===== config.mk =====
export PLATFORM = sky130hd
export DESIGN_NAME = refine_window_calc
export DESIGN_NICKNAME = d
export VERILOG_FILES = /design/src/rtl/rwc_pkg.sv /design/src/rtl/mv_extent.sv /design/src/rtl/win_centre.sv /design/src/rtl/refine_window_calc.sv
export SDC_FILE = /design/constraint.sdc
export NUM_CORES = 1
export LEC_CHECK = 0
export BUFFER_PORTS_ARGS = -buffer_cell sky130_fd_sc_hd__clkbuf_2
export CORE_MARGIN = 1.5
export CORE_UTILIZATION = 45
export CTS_BUF_LIST = sky130_fd_sc_hd__clkbuf_8
export CTS_CLUSTER_SIZE = 10
export DETAILED_ROUTE_END_ITERATION = 6
export PLACE_DENSITY = 0.67
export SKIP_CTS_REPAIR_TIMING = 1
export SLEW_MARGIN = 10
export SYNTH_ARGS = -nofsm -noshare
export SYNTH_HDL_FRONTEND = slang
export SYNTH_HIERARCHICAL = 1
export SYNTH_SLANG_ARGS = --single-unit
export TNS_END_PERCENT = 30

===== constraint.sdc =====
create_clock -name clk -period 0.85 [get_ports clk]
set_input_delay 0.2125 -clock clk [delete_from_list [all_inputs] [get_ports clk]]
set_output_delay 0.2125 -clock clk [all_outputs]
set_load 0.1 [all_outputs]

===== src/rtl/rwc_pkg.sv =====
package rwc_pkg;

  // floor(s/2) for a signed value
  function automatic int half_floor(int s);
    return s >>> 1;
  endfunction

  // limit v into [lo, hi]
  function automatic int limit_to(int v, int lo, int hi);
    if (v < lo) return lo;
    if (v > hi) return hi;
    return v;
  endfunction

endpackage


===== src/rtl/mv_extent.sv =====
module mv_extent #(
  parameter int MV_W  = 5,
  parameter int NUM_Q = 4
) (
  input  logic [NUM_Q*MV_W-1:0]  lanes,
  output logic signed [MV_W-1:0] lo,
  output logic signed [MV_W-1:0] hi
);

  logic signed [MV_W-1:0] run_lo [NUM_Q];
  logic signed [MV_W-1:0] run_hi [NUM_Q];

  for (genvar g = 0; g < NUM_Q; g++) begin : g_lane
    logic signed [MV_W-1:0] lane;
    assign lane = lanes[g*MV_W +: MV_W];
    if (g == 0) begin : g_first
      assign run_lo[g] = lane;
      assign run_hi[g] = lane;
    end else begin : g_next
      assign run_lo[g] = (lane < run_lo[g-1]) ? lane : run_lo[g-1];
      assign run_hi[g] = (lane > run_hi[g-1]) ? lane : run_hi[g-1];
    end
  end

  assign lo = run_lo[NUM_Q-1];
  assign hi = run_hi[NUM_Q-1];

endmodule


===== src/rtl/win_centre.sv =====
module win_centre
  import rwc_pkg::*;
#(
  parameter int MV_W     = 5,
  parameter int SRCH_LO  = -8,
  parameter int SRCH_HI  = 7,
  parameter int REF_SPAN = 8
) (
  input  logic signed [MV_W-1:0] lo,
  input  logic signed [MV_W-1:0] hi,
  output logic signed [MV_W-1:0] origin
);

  localparam int REF_HALF = REF_SPAN / 2;
  localparam int CTR_MIN  = SRCH_LO + REF_HALF;
  localparam int CTR_MAX  = SRCH_HI - REF_SPAN + 1 + REF_HALF;

  logic signed [MV_W:0] span_sum;
  int mid;
  int ctr;

  assign span_sum = {lo[MV_W-1], lo} + {hi[MV_W-1], hi};

  always_comb begin
    mid    = half_floor(int'(span_sum));
    ctr    = limit_to(mid, CTR_MIN, CTR_MAX);
    origin = MV_W'(ctr - REF_HALF);
  end

endmodule


===== src/rtl/refine_window_calc.sv =====
module refine_window_calc #(
  parameter int MV_W     = 5,
  parameter int NUM_Q    = 4,
  parameter int SRCH_LO  = -8,
  parameter int SRCH_HI  = 7,
  parameter int REF_SPAN = 8
) (
  input  logic                      clk,
  input  logic                      rst_n,
  input  logic                      in_valid,
  input  logic [NUM_Q*MV_W-1:0]     in_mv_x,
  input  logic [NUM_Q*MV_W-1:0]     in_mv_y,
  output logic                      out_valid,
  output logic signed [MV_W-1:0]    out_x_min,
  output logic signed [MV_W-1:0]    out_x_max,
  output logic signed [MV_W-1:0]    out_y_min,
  output logic signed [MV_W-1:0]    out_y_max,
  output logic signed [MV_W-1:0]    out_x_org,
  output logic signed [MV_W-1:0]    out_y_org
);

  // named event: a strobe is being captured this cycle
  logic capture;
  assign capture = in_valid;

  logic signed [MV_W-1:0] x_lo, x_hi, y_lo, y_hi;
  logic signed [MV_W-1:0] x_org_c, y_org_c;

  mv_extent #(.MV_W(MV_W), .NUM_Q(NUM_Q)) u_ext_x (
    .lanes(in_mv_x), .lo(x_lo), .hi(x_hi)
  );

  mv_extent #(.MV_W(MV_W), .NUM_Q(NUM_Q)) u_ext_y (
    .lanes(in_mv_y), .lo(y_lo), .hi(y_hi)
  );

  win_centre #(.MV_W(MV_W), .SRCH_LO(SRCH_LO), .SRCH_HI(SRCH_HI),
               .REF_SPAN(REF_SPAN)) u_ctr_x (
    .lo(x_lo), .hi(x_hi), .origin(x_org_c)
  );

  win_centre #(.MV_W(MV_W), .SRCH_LO(SRCH_LO), .SRCH_HI(SRCH_HI),
               .REF_SPAN(REF_SPAN)) u_ctr_y (
    .lo(y_lo), .hi(y_hi), .origin(y_org_c)
  );

  always_ff @(posedge clk or negedge rst_n) begin
    if (!rst_n) begin
      out_valid <= 1'b0;
      out_x_min <= '0;
      out_x_max <= '0;
      out_y_min <= '0;
      out_y_max <= '0;
      out_x_org <= '0;
      out_y_org <= '0;
    end else begin
      out_valid <= capture;
      if (capture) begin
        out_x_min <= x_lo;
        out_x_max <= x_hi;
        out_y_min <= y_lo;
        out_y_max <= y_hi;
        out_x_org <= x_org_c;
        out_y_org <= y_org_c;
      end
    end
  end

endmodule


-- Word level (Yosys, flattened, before mapping)
Cells that the tools add are included.
- input bits: 43
- flip-flop bits (word level): 31
- add/subtract/negate cells: 4
- mux-type cells: 26
- magnitude comparators: 16
- operators by type and width (cell ; number):
    5-bit 2-to-1 mux ; 20
    5-bit > comparator ; 6
    5-bit < comparator ; 6
    5-bit by 5-bit adder with 6-bit output ; 2
    5-bit by 4-bit > comparator with 1-bit output (second input constant) ; 2
    5-bit by 3-bit < comparator with 1-bit output (second input constant) ; 2
    5-bit by 4-bit subtractor with 5-bit output (second input constant) ; 2
    1-bit 2-to-1 mux ; 6

-- Logic depth before layout (Yosys ltp)
Gate-level depths: netlist of the first run.
- word-level depth: 13
- depth in mapped cells: 30
- mapped depth without buffers: 30

-- Cells and area by module
Netlist of the first run, hierarchy kept.
- by module, submodules not included (module ; times used ; seq. area each (um^2) ; cells an instance ; area each (um^2)):
    mv_extent ; 2 ; 0.0 ; 138 ; 1069.8
    refine_window_calc ; 1 ; 775.7 ; 64 ; 1260.0
    win_centre (u_ctr_x) ; 1 ; 0.0 ; 48 ; 385.4
    win_centre (u_ctr_y) ; 1 ; 0.0 ; 35 ; 264.0

-- Least setup slack after synthesis of the first run
OpenSTA, ideal clock, no wires.
- path kind: input port to flip-flop
- from: input in_mv_y[2]
- to: register out_y_org[0]
- data arrival time: 6.096 ns
- setup time: 0.068 ns
- slack: -5.314 ns
- stages: 29
- path buffers: 0
- cells stage by stage: inv_1 ha_1 a21oi_1 o211ai_1 a31o_2 mux2_2 inv_1 ha_1 nor2b_1 o21a_1 o21ai_0 a21o_1 a21oi_1 or2_2 ha_1 nor2b_1 o21a_1 o21a_1 o311a_1 or2_1 o31ai_1 inv_1 fa_1 nand2b_1 a21oi_1 xor2_1 mux4_2 nor2_1 mux2_4
- cells in the longest elaborated chain, start to end: 13
- elaborated cells between the ends (all ways): 22
- classes of those cells: add/sub: 2; order compare: 8; mux: 12
- ends and longest elaborated chain (element ; line ; text):
    start, declared ; refine_window_calc.sv:12 ; input logic [NUM_Q*MV_W-1:0] in_mv_y,
    5-bit > comparator ; mv_extent.sv:21 ; assign run_hi[g] = (lane > run_hi[g-1]) ? lane : run_hi[g-1];
    5-bit 2-to-1 mux * ; mv_extent.sv:21 ;
    5-bit > comparator ; mv_extent.sv:21 ;
    5-bit 2-to-1 mux * ; mv_extent.sv:21 ;
    5-bit > comparator ; mv_extent.sv:21 ;
    5-bit 2-to-1 mux * ; mv_extent.sv:21 ;
    via y_hi[1] ; refine_window_calc.sv:26 ; logic signed [MV_W-1:0] x_lo, x_hi, y_lo, y_hi;
    5-bit by 5-bit adder with 6-bit output * ; win_centre.sv:22 ; assign span_sum = {lo[MV_W-1], lo} + {hi[MV_W-1], hi};
    5-bit by 4-bit > comparator with 1-bit output ; rwc_pkg.sv:11 ; if (v > hi) return hi;
    1-bit 2-to-1 mux (2 in series) ; rwc_pkg.sv:11 ;
    5-bit 2-to-1 mux ; rwc_pkg.sv:12 ; return v;
    5-bit 2-to-1 mux * ; rwc_pkg.sv:11 ;
    5-bit by 4-bit subtractor with 5-bit output * ; win_centre.sv:27 ; origin = MV_W'(ctr - REF_HALF);
    via y_org_c[0] ; refine_window_calc.sv:27 ; logic signed [MV_W-1:0] x_org_c, y_org_c;
    end signal, assigned ; refine_window_calc.sv:64 ; out_y_org <= y_org_c;
    end, declared ; refine_window_calc.sv:19 ; output logic signed [MV_W-1:0] out_y_org
Mark *: on every way through the listed nets, which the timed path passes. The rest lies on a longest branch. The select of a mux whose other input is x is not followed.
A chain may end at the register's enable or synchronous reset.

-- Final worst setup path of the first run
- from: input in_mv_y[3]
- to: register out_y_org[4]
- cells in the longest elaborated chain, start to end: 13
- elaborated cells between the ends (all ways): 23
- classes of those cells: add/sub: 2; order compare: 8; mux: 13
- ends and longest elaborated chain (element ; line ; text):
    5-bit < comparator ; mv_extent.sv:20 ; assign run_lo[g] = (lane < run_lo[g-1]) ? lane : run_lo[g-1];
    5-bit 2-to-1 mux * ; mv_extent.sv:20 ;
    5-bit < comparator ; mv_extent.sv:20 ;
    5-bit 2-to-1 mux * ; mv_extent.sv:20 ;
    5-bit < comparator ; mv_extent.sv:20 ;
    5-bit 2-to-1 mux * ; mv_extent.sv:20 ;
    via y_lo[1] ; refine_window_calc.sv:26 ;
    5-bit by 5-bit adder with 6-bit output * ; win_centre.sv:22 ;
    5-bit by 4-bit > comparator with 1-bit output or 5-bit by 3-bit < comparator with 1-bit output (tied branches) ; rwc_pkg.sv:11, rwc_pkg.sv:10 ;
    1-bit 2-to-1 mux or 5-bit 2-to-1 mux (tied branches) ; rwc_pkg.sv:11, rwc_pkg.sv:10 ;
    1-bit 2-to-1 mux or 5-bit 2-to-1 mux (tied branches) ; rwc_pkg.sv:11 ;
    5-bit 2-to-1 mux ; rwc_pkg.sv:12 ;
    5-bit 2-to-1 mux * ; rwc_pkg.sv:11 ;
    5-bit by 4-bit subtractor with 5-bit output * ; win_centre.sv:27 ;
    via y_org_c[4] ; refine_window_calc.sv:27 ;
Marks and branches as above.

==> flow_summary.toml, run 1 <==
[run_status]
status = "finished, violations left"
violations = "setup timing"

[pwr]
ir_worst_vdd_mv = 3.348
p_per_area_mw_per_mm2 = 3776
leakagePower_nw = 3.588
p_total_w = 0.02828

[place]
post_dp_cell_area_mm2 = 0.006521
routabilityCongestion = 0.8592
numPlacedInstances = 751
port_buffers = 73
dpl.hpwl_um = 9905

[grt]
grt_usage_pct = 25.18
grt_max_degree = 32
grt_pass1_vias = 4419
grt_pass1_wl_um = 19980
antenna_found_initial = 0
grt-ovfl-total = 0

[sta]
fin_skew_ns = 0
worst_pin_slew_ns = 0.6498
hold_viol = 0
grt_setup_unrepaired = "yes"
post-route-min-period_ns = 6.057
tns_ns = -133.65
setup_viol = 61
period_share_pct = 712.6
fmax_mhz = 165.1
slew_headroom_pct = 56.52
setup_ws_ns = -5.207
maxSlewViolCount = 0

[critical_path]
r2r_start = "out_x_min[2]$_DFFE_PN0P_"
required_ns = 1.04
cpMaxStageDelayCell = "mux2_2"
path_class = "primary input to flip-flop"
cp-start-kind = "primary input"
crit_start = "in_mv_y[3]"
critPathMaxStageDelay_ns = 0.36
path_max_fanout = 4
rrSetupSlack_ns = -0.01
rr_worst_depth = 1
r2r-end = "out_x_min[2]$_DFFE_PN0P_"
worst_ep_arrival_time_ns = 6.24
cp-end-kind = "flip-flop"

[cts]
h-tree-depth = 2
numClockSinks = 31
numCtsBuffers = 5
clk_path_buf_depth = 2
clock_latency_ns = 0.30
cts_tree = "done"
path_clk_slew_ns = 0.08
clockRootBuffer = "clkbuf_8"

[cells_and_area]
design_area_mm2 = 0.007488
fin_nets = 779
drive_above_1_share_pct = 65.39
n_antenna_cell = 0
final_common_cell = "buf_4"
mostFrequentLayoutCells = "buf_4 (158), mux2_4 (41), buf_12 (36)"
final_core_util_pct = 85.87
final-instance-count-excl-fill = 787
area_growth_pct = 84.95

[synth]
yosys.area.top_type = "dfrtp_1"
yosys-top-cells-area = "dfrtp_1 (19%), ha_1 (17%), mux2_4 (11%)"
synth_top_area_share_pct = 19.16
netlist_area_mm2 = 0.004049
synth_flop_cell = "dfrtp_1"
yosysUniqueCellTypes = 55
yosysWarnings = 6
ys_seq_area_share_pct = 19.16
async_flop_share_pct = 100.0
syn_nets = 524
ys_seq_elements = 31
syn_inst = 423
synth_edf_count = 0
syn_avg_cell_area_um2 = 9.572

[floorplan]
rows = 34
die-height_um = 97.86
initial_core_util_pct = 46.43
ios = 74
chipWidth_um = 97.86
die_area_mm2 = 0.009576
core_area_mm2 = 0.008721

[drt]
drc = 0
vias = 4547
initialDrtViolationCount = 206
vias_per_cell = 5.778
wl_per_cell_um = 20.13
drtAntennaViolNets = 0
drtPass1Iterations = 4
drt_wl_total_um = 15840

[hold_path]
hold_start = "in_valid"
hold_end = "out_valid$_DFF_PN0_"
holdCritPathClass = "primary input to flip-flop"
whs_path_depth = 2

[job]
drv_cap = 0
## Yosys cell counts, drive strengths merged (4+ instances only)
cell type   n
o21ai      20
nand2      15
a21oi      17
a21o       10
nand2b      6
nand4      10
o21a        8
o31ai       9
nor2       26
mux2i      22
o211ai      7
inv        51
ha         56
nor2b      14
a31oi      10
mux2       49
xnor2       4
dfrtp      31
or2        11
a31o        4
nor3       10
buf         5
## metal layers
layer	track usage, %	routed length, µm
met1	29.35	6138
met2	47.00	8649
met3	3.651	632
met4	8.132	422
met5	0	0
## critical path, delay by kind of cell
family	cells	cell delay (ns)
simple gates	6	0.85
compound gates	8	1.59
fa+ha+maj	5	1.19
mux	6	1.75
xor+xnor	1	0.06
buf+inv	5	0.59
## worst max path at each step
| stage | slack (ns) | depth (start not counted) | end |
|---|---|---|---|
| 2_1_floorplan | -4.99 | 29 | out_y_org[0]$_DFFE_PN0P_ |
| 3_3_place_gp | -5.25 | 30 | out_y_org[0]$_DFFE_PN0P_ |
| 3_5_place_dp | -5.50 | 31 | out_y_org[4]$_DFFE_PN0P_ |
| 4_1_cts | -5.20 | 29 | out_y_org[1]$_DFFE_PN0P_ |
| 5_1_grt | -5.36 | 31 | out_y_org[4]$_DFFE_PN0P_ |
| 6_report | -5.21 | 31 | out_y_org[4]$_DFFE_PN0P_ |
## flip-flops by register name, indices dropped and copies added, names as in the netlist
register and flops:
out_x_org 5, out_valid 1, out_y_min 5, out_y_max 5
out_y_org 5, out_x_max 5, out_x_min 5
## power breakdown
group          switching, W  internal (W)  total [W]
sequential         0.000729       0.00211    0.00284
combinational        0.0124        0.0114     0.0238
clock              0.000662      0.000950    0.00161
total                0.0138        0.0145     0.0283
## logic make-up (layout without fill, tap and decap cells)
| family | Yosys count | after routing | share of synthesized area, % |
|---|---|---|---|
| multiplexers | 72 | 72 | 22.59 |
| AND/OR/NAND/NOR | 100 | 100 | 13.01 |
| adder cells (fa/ha/maj) | 58 | 58 | 18.29 |
| AO/OA/AOI/OAI | 100 | 100 | 19.78 |
| flip-flops | 31 | 31 | 19.16 |
| buffers and inverters | 56 | 312 | 5.871 |
| XOR/XNOR | 6 | 6 | 1.298 |
## per-stage QoR
step | hold slack (ns) | worst slack (ns)
after floorplan | -0.08309 | -4.991
after global placement | 0.1788 | -5.255
after detailed placement | 0.1802 | -5.498
after CTS | -0.1374 | -5.200
after global routing | 0.2707 | -5.356
final | 0.2716 | -5.207
## layout make-up
type	count	area (µm²)
clock buffers	6	82.58
clock inverters	2	35.03
fillers	412	1232
inverters	51	219.0
multi-input cells	336	3880
flip-flops and latches	31	775.7
well taps	108	135.1
repair buffers	253	2361
No activity file was read; power rests on OpenSTA's default activity.
==> run 2, diff against run 1 <==
- PLACE_DENSITY: 0.67 -> 0.72
==> run 2 against run 1 <==
  * Count of clock-buffer cells in the layout did not move
  * Fmax fell by 2.0%
  * Sequential share of layout area fell by 0.29 points
  * Sequential cell count did not move
  * The run still ends with setup timing left
  * Design area rose by 2.9%
  * Die area did not move
==> flow_summary.toml, run 2 (synthesized netlist as in run 1, its figures left out) <==
[sta]
worst_pin_slew_ns = 0.4872
slew_headroom_pct = 67.40
fin_skew_ns = 0
maxSlewViolCount = 0
fmax_mhz = 161.7
period_share_pct = 727.5
grt_setup_unrepaired = "yes"
setup_viol = 61
post-route-min-period_ns = 6.183
setup_ws_ns = -5.333
hold_viol = 0
hold-worst-slack_ns = 0.1280

[run_status]
violations = "setup timing"
status = "finished, violations left"

[cts]
cts_tree = "done"
clk_path_buf_depth = 2
clockRootBuffer = "clkbuf_8"
numClockSinks = 31
h-tree-depth = 2
numCtsBuffers = 5
path_clk_slew_ns = 0.07
clock_latency_ns = 0.28

[grt]
grt_usage_pct = 26.11
grt_pass1_vias = 4486
grt-ovfl-total = 0
grtUsageMet3_pct = 4.009
grt.busiest_layer = "met2"
grt_pass1_wl_um = 20620
antenna_found_initial = 0
grt_use_met1_pct = 28.43
grt_max_degree = 25
grtUsageMet2_pct = 51.88

[critical_path]
cp-end-kind = "flip-flop"
path_max_fanout = 4
required_ns = 1.08
cpMaxStageDelayCell = "mux4_2"
critPathMaxStageDelay_ns = 0.57
path_class = "primary input to flip-flop"
cp-start-kind = "primary input"
worst_ep_arrival_time_ns = 6.42

[floorplan]
chipWidth_um = 97.86
initial_core_util_pct = 46.43
die_area_mm2 = 0.009576
core_area_mm2 = 0.008721
rows = 34
ios = 74
die-height_um = 97.86

[drt]
vias_per_cell = 5.959
initialDrtViolationCount = 240
drtAntennaViolNets = 0
wl_per_cell_um = 22.49
drc = 0
vias = 4791
drt_wl_total_um = 18080
drtPass1Iterations = 5

[pwr]
leakagePower_nw = 3.674
p_per_area_mw_per_mm2 = 3864
ir_worst_vdd_mv = 3.183

[cells_and_area]
area_growth_pct = 90.33
final_common_cell = "buf_4"
n_antenna_cell = 0
fin_nets = 796
mostFrequentLayoutCells = "buf_4 (177), mux2_4 (42), buf_12 (36)"
seq_area_um2 = 775.7
n_fill_cell = 340
drive_above_1_share_pct = 68.97
multi_input_area_mm2 = 0.003951

[job]
drv_cap = 0

[place]
pre_cts_slack_ns = -5.452
routabilityCongestion = 0.8801
port_buffers = 73
dpl.hpwl_um = 10190

[hold_path]
holdCritPathClass = "primary input to flip-flop"
-- run 2: cell types whose count changed in the layout (fill, tap and decap cells not counted), moves of 4 or more --
cell | previous run | this run
buf_4 | 158 | 177
clkbuf_2 | 34 | 30
ha_1 | 33 | 29
nor2_1 | 22 | 18
nor2_2 | 2 | 6
-- run 2: cell type report --
class | count | share of cell area [%]
multi-input combinational | 336 | 51.27
timing repair buffer | 270 | 32.47
clock buffer | 6 | 1.072
tap | 108 | 1.754
inverter | 51 | 2.906
clock inverter | 2 | 0.4546
sequential | 31 | 10.07
-- run 2: final timing paths --
| kind | endpoint | depth (start not counted) | slack [ns] | startpoint |
|---|---|---|---|---|
| hold reg to reg | out_y_org[0]$_DFFE_PN0P_ | 1 | 0.59 | out_y_org[0]$_DFFE_PN0P_ |
| hold / removal | out_valid$_DFF_PN0_ | 1 | 0.13 | in_valid |
| min in group asynchronous | out_y_max[3]$_DFFE_PN0P_ | 2 | 0.31 | rst_n |
| setup / recovery | out_y_org[1]$_DFFE_PN0P_ | 30 | -5.33 | in_mv_y[3] |
| setup reg to reg | out_y_min[0]$_DFFE_PN0P_ | 1 | -0.03 | out_y_min[0]$_DFFE_PN0P_ |
| max in group asynchronous | out_x_min[0]$_DFFE_PN0P_ | 3 | 0.11 | rst_n |
-- run 2: where the power goes --
group / switching (W) / internal, W / total (W)
logic: 0.0131 / 0.0121 / 0.0253
clock network: 0.000640 / 0.000950 / 0.00159
registers: 0.000810 / 0.00211 / 0.00292
total: 0.0146 / 0.0152 / 0.0298
-- run 2: layer usage --
layer	vias up	part of all wire, %
met3	93	5.2
met2	251	53
li1	2095	-
met4	0	5.8
met5	-	0
met1	2352	36
-- run 2: worst max-delay path, delay by kind of cell --
family,cells,cell delay [ns]
buffers and inverters,7,0.94
AND/OR/NAND/NOR,4,0.42
AO/OA/AOI/OAI,8,1.68
multiplexers,6,1.86
adder cells (fa/ha/maj),4,1.08
XOR/XNOR,1,0.20
-- run 2: metrics by stage --
stage          instance area (µm²)  cells  utilization [%]  total power (W)  TNS, ns
2_1_floorplan                 4427    423                -          0.01499  -125.18
6_report                      7706    804            88.36          0.02977  -136.66
5_1_grt                       7706    804            88.36          0.03069  -140.92
3_5_place_dp                  6589    760            75.55          0.02254  -134.29
4_1_cts                       6706    768            76.90          0.02445  -133.99
3_3_place_gp                  6589    760            75.55          0.02176  -129.01
==> run 3, diff against run 2 <==
- CELL_PAD_IN_SITES_DETAIL_PLACEMENT: not set -> 0
- CELL_PAD_IN_SITES_GLOBAL_PLACEMENT: not set -> 1
- PLACE_DENSITY: 0.72 -> 0.89
==> run 3 against run 2 <==
  * The flow still finishes with violations (setup timing)
  * Power down 2.3%
  * Design area down 1.9%
  * Global-route usage about the same
  * Largest power group unchanged
==> flow_summary.toml, run 3 (synthesized netlist as in run 1, its figures left out) <==
[drt]
drtAntennaViolNets = 0
wl_per_cell_um = 22.04
initialDrtViolationCount = 195
drtPass1Iterations = 5
vias_per_cell = 5.951
vias = 4707
drt_wl_total_um = 17430
drc = 0

[cts]
clockRootBuffer = "clkbuf_8"
cts_tree = "done"
numClockSinks = 31
h-tree-depth = 2
path_clk_slew_ns = 0.07
clock_latency_ns = 0.29
clk_path_buf_depth = 2
numCtsBuffers = 5

[critical_path]
cpLargestDelayFamily = "multiplexers"
critPathMaxStageDelay_ns = 0.57
cp-end-kind = "flip-flop"
cp-start-kind = "primary input"
critPathBufInv = 6
cpMaxStageDelayCell = "mux4_2"
path_class = "primary input to flip-flop"
worst_ep_arrival_time_ns = 6.44
path_max_fanout = 4
required_ns = 1.07

[floorplan]
rows = 34
chipWidth_um = 97.86
ios = 74
die-height_um = 97.86
die_area_mm2 = 0.009576
core_area_mm2 = 0.008721
initial_core_util_pct = 46.43

[sta]
period_share_pct = 731.1
hold-worst-slack_ns = 0.1359
tns_ns = -135.83
fin_skew_ns = 0
fmax_mhz = 160.9
setup_ws_ns = -5.364
post-route-min-period_ns = 6.214
setup_viol = 61
maxSlewViolCount = 0
grt_setup_unrepaired = "yes"
slew_headroom_pct = 64.51
worst_pin_slew_ns = 0.5282
hold_viol = 0

[cells_and_area]
mostFrequentLayoutCells = "buf_4 (162), mux2_4 (40), inv_1 (36), buf_12 (36)"
fin_nets = 783
final_core_util_pct = 86.64
final-instance-count-excl-fill = 791
final_common_cell = "buf_4"
n_antenna_cell = 0
drive_above_1_share_pct = 67.06
design_area_mm2 = 0.007556
area_growth_pct = 86.62

[place]
numPlacedInstances = 757
routabilityCongestion = 0.9141
post_dp_cell_area_mm2 = 0.006566
port_buffers = 73
dpl.hpwl_um = 10200

[pwr]
leakagePower_nw = 3.607
p_per_area_mw_per_mm2 = 3848
ir_worst_vdd_mv = 3.624

[grt]
grt_max_degree = 32
grt_pass1_wl_um = 20620
grt-ovfl-total = 0
grt_usage_pct = 26.15
grt_pass1_vias = 4462
antenna_found_initial = 0

[run_status]
status = "finished, violations left"
violations = "setup timing"

[hold_path]
holdCritPathClass = "primary input to flip-flop"

[job]
drv_cap = 0
[run 3: final timing paths]
path                                          start                  endpoint  slack (ns)  depth (start not counted)
max                                      in_mv_y[3]  out_y_org[1]$_DFFE_PN0P_       -5.36                         29
min                                        in_valid       out_valid$_DFF_PN0_        0.14                          1
max reg2reg                out_x_min[3]$_DFFE_PN0P_  out_x_min[3]$_DFFE_PN0P_       -0.03                          1
min reg2reg                out_y_org[0]$_DFFE_PN0P_  out_y_org[0]$_DFFE_PN0P_        0.58                          1
max in group asynchronous                     rst_n  out_y_max[3]$_DFFE_PN0P_        0.23                          3
min in group asynchronous                     rst_n  out_y_min[3]$_DFFE_PN0P_        0.43                          3
[run 3: metrics by stage]
stage	setup WS [ns]	total power (W)
after floorplan	-4.991	0.01499
after global placement	-5.271	0.02172
after detailed placement	-5.436	0.02252
after CTS	-5.185	0.02387
after global routing	-5.461	0.03003
final	-5.364	0.02908
[run 3: cell type report]
cell class / instances / area (µm²)
Timing Repair Buffer: 257 / 2404
Clock buffer: 5 / 68.82
Tap cell: 108 / 135.1
Multi-Input combinational cell: 336 / 3934
Inverter: 51 / 224.0
Clock inverter: 3 / 12.51
Fill cell: 381 / 1165
Sequential cell: 31 / 778.2
[run 3: report_power, final]
part	total [W]	switching (W)	leakage [nW]	internal, W
Combinational	0.0250	0.0130	3.18	0.0120
Clock	0.00118	0.000628	0.0505	0.000552
Sequential	0.00291	0.000791	0.372	0.00212
Total	0.0291	0.0144	3.61	0.0146
[run 3: layer usage]
metal  wire [µm]  global-route usage, %  vias up  part of all wire [%]
met1        6323                  29.13     2340                    36
met3         863                  4.366       78                   5.0
met5           0                      0        -                     0
met2        9313                  50.61      222                    53
met4         931                  7.143        0                   5.3
li1            -                      -     2067                     -
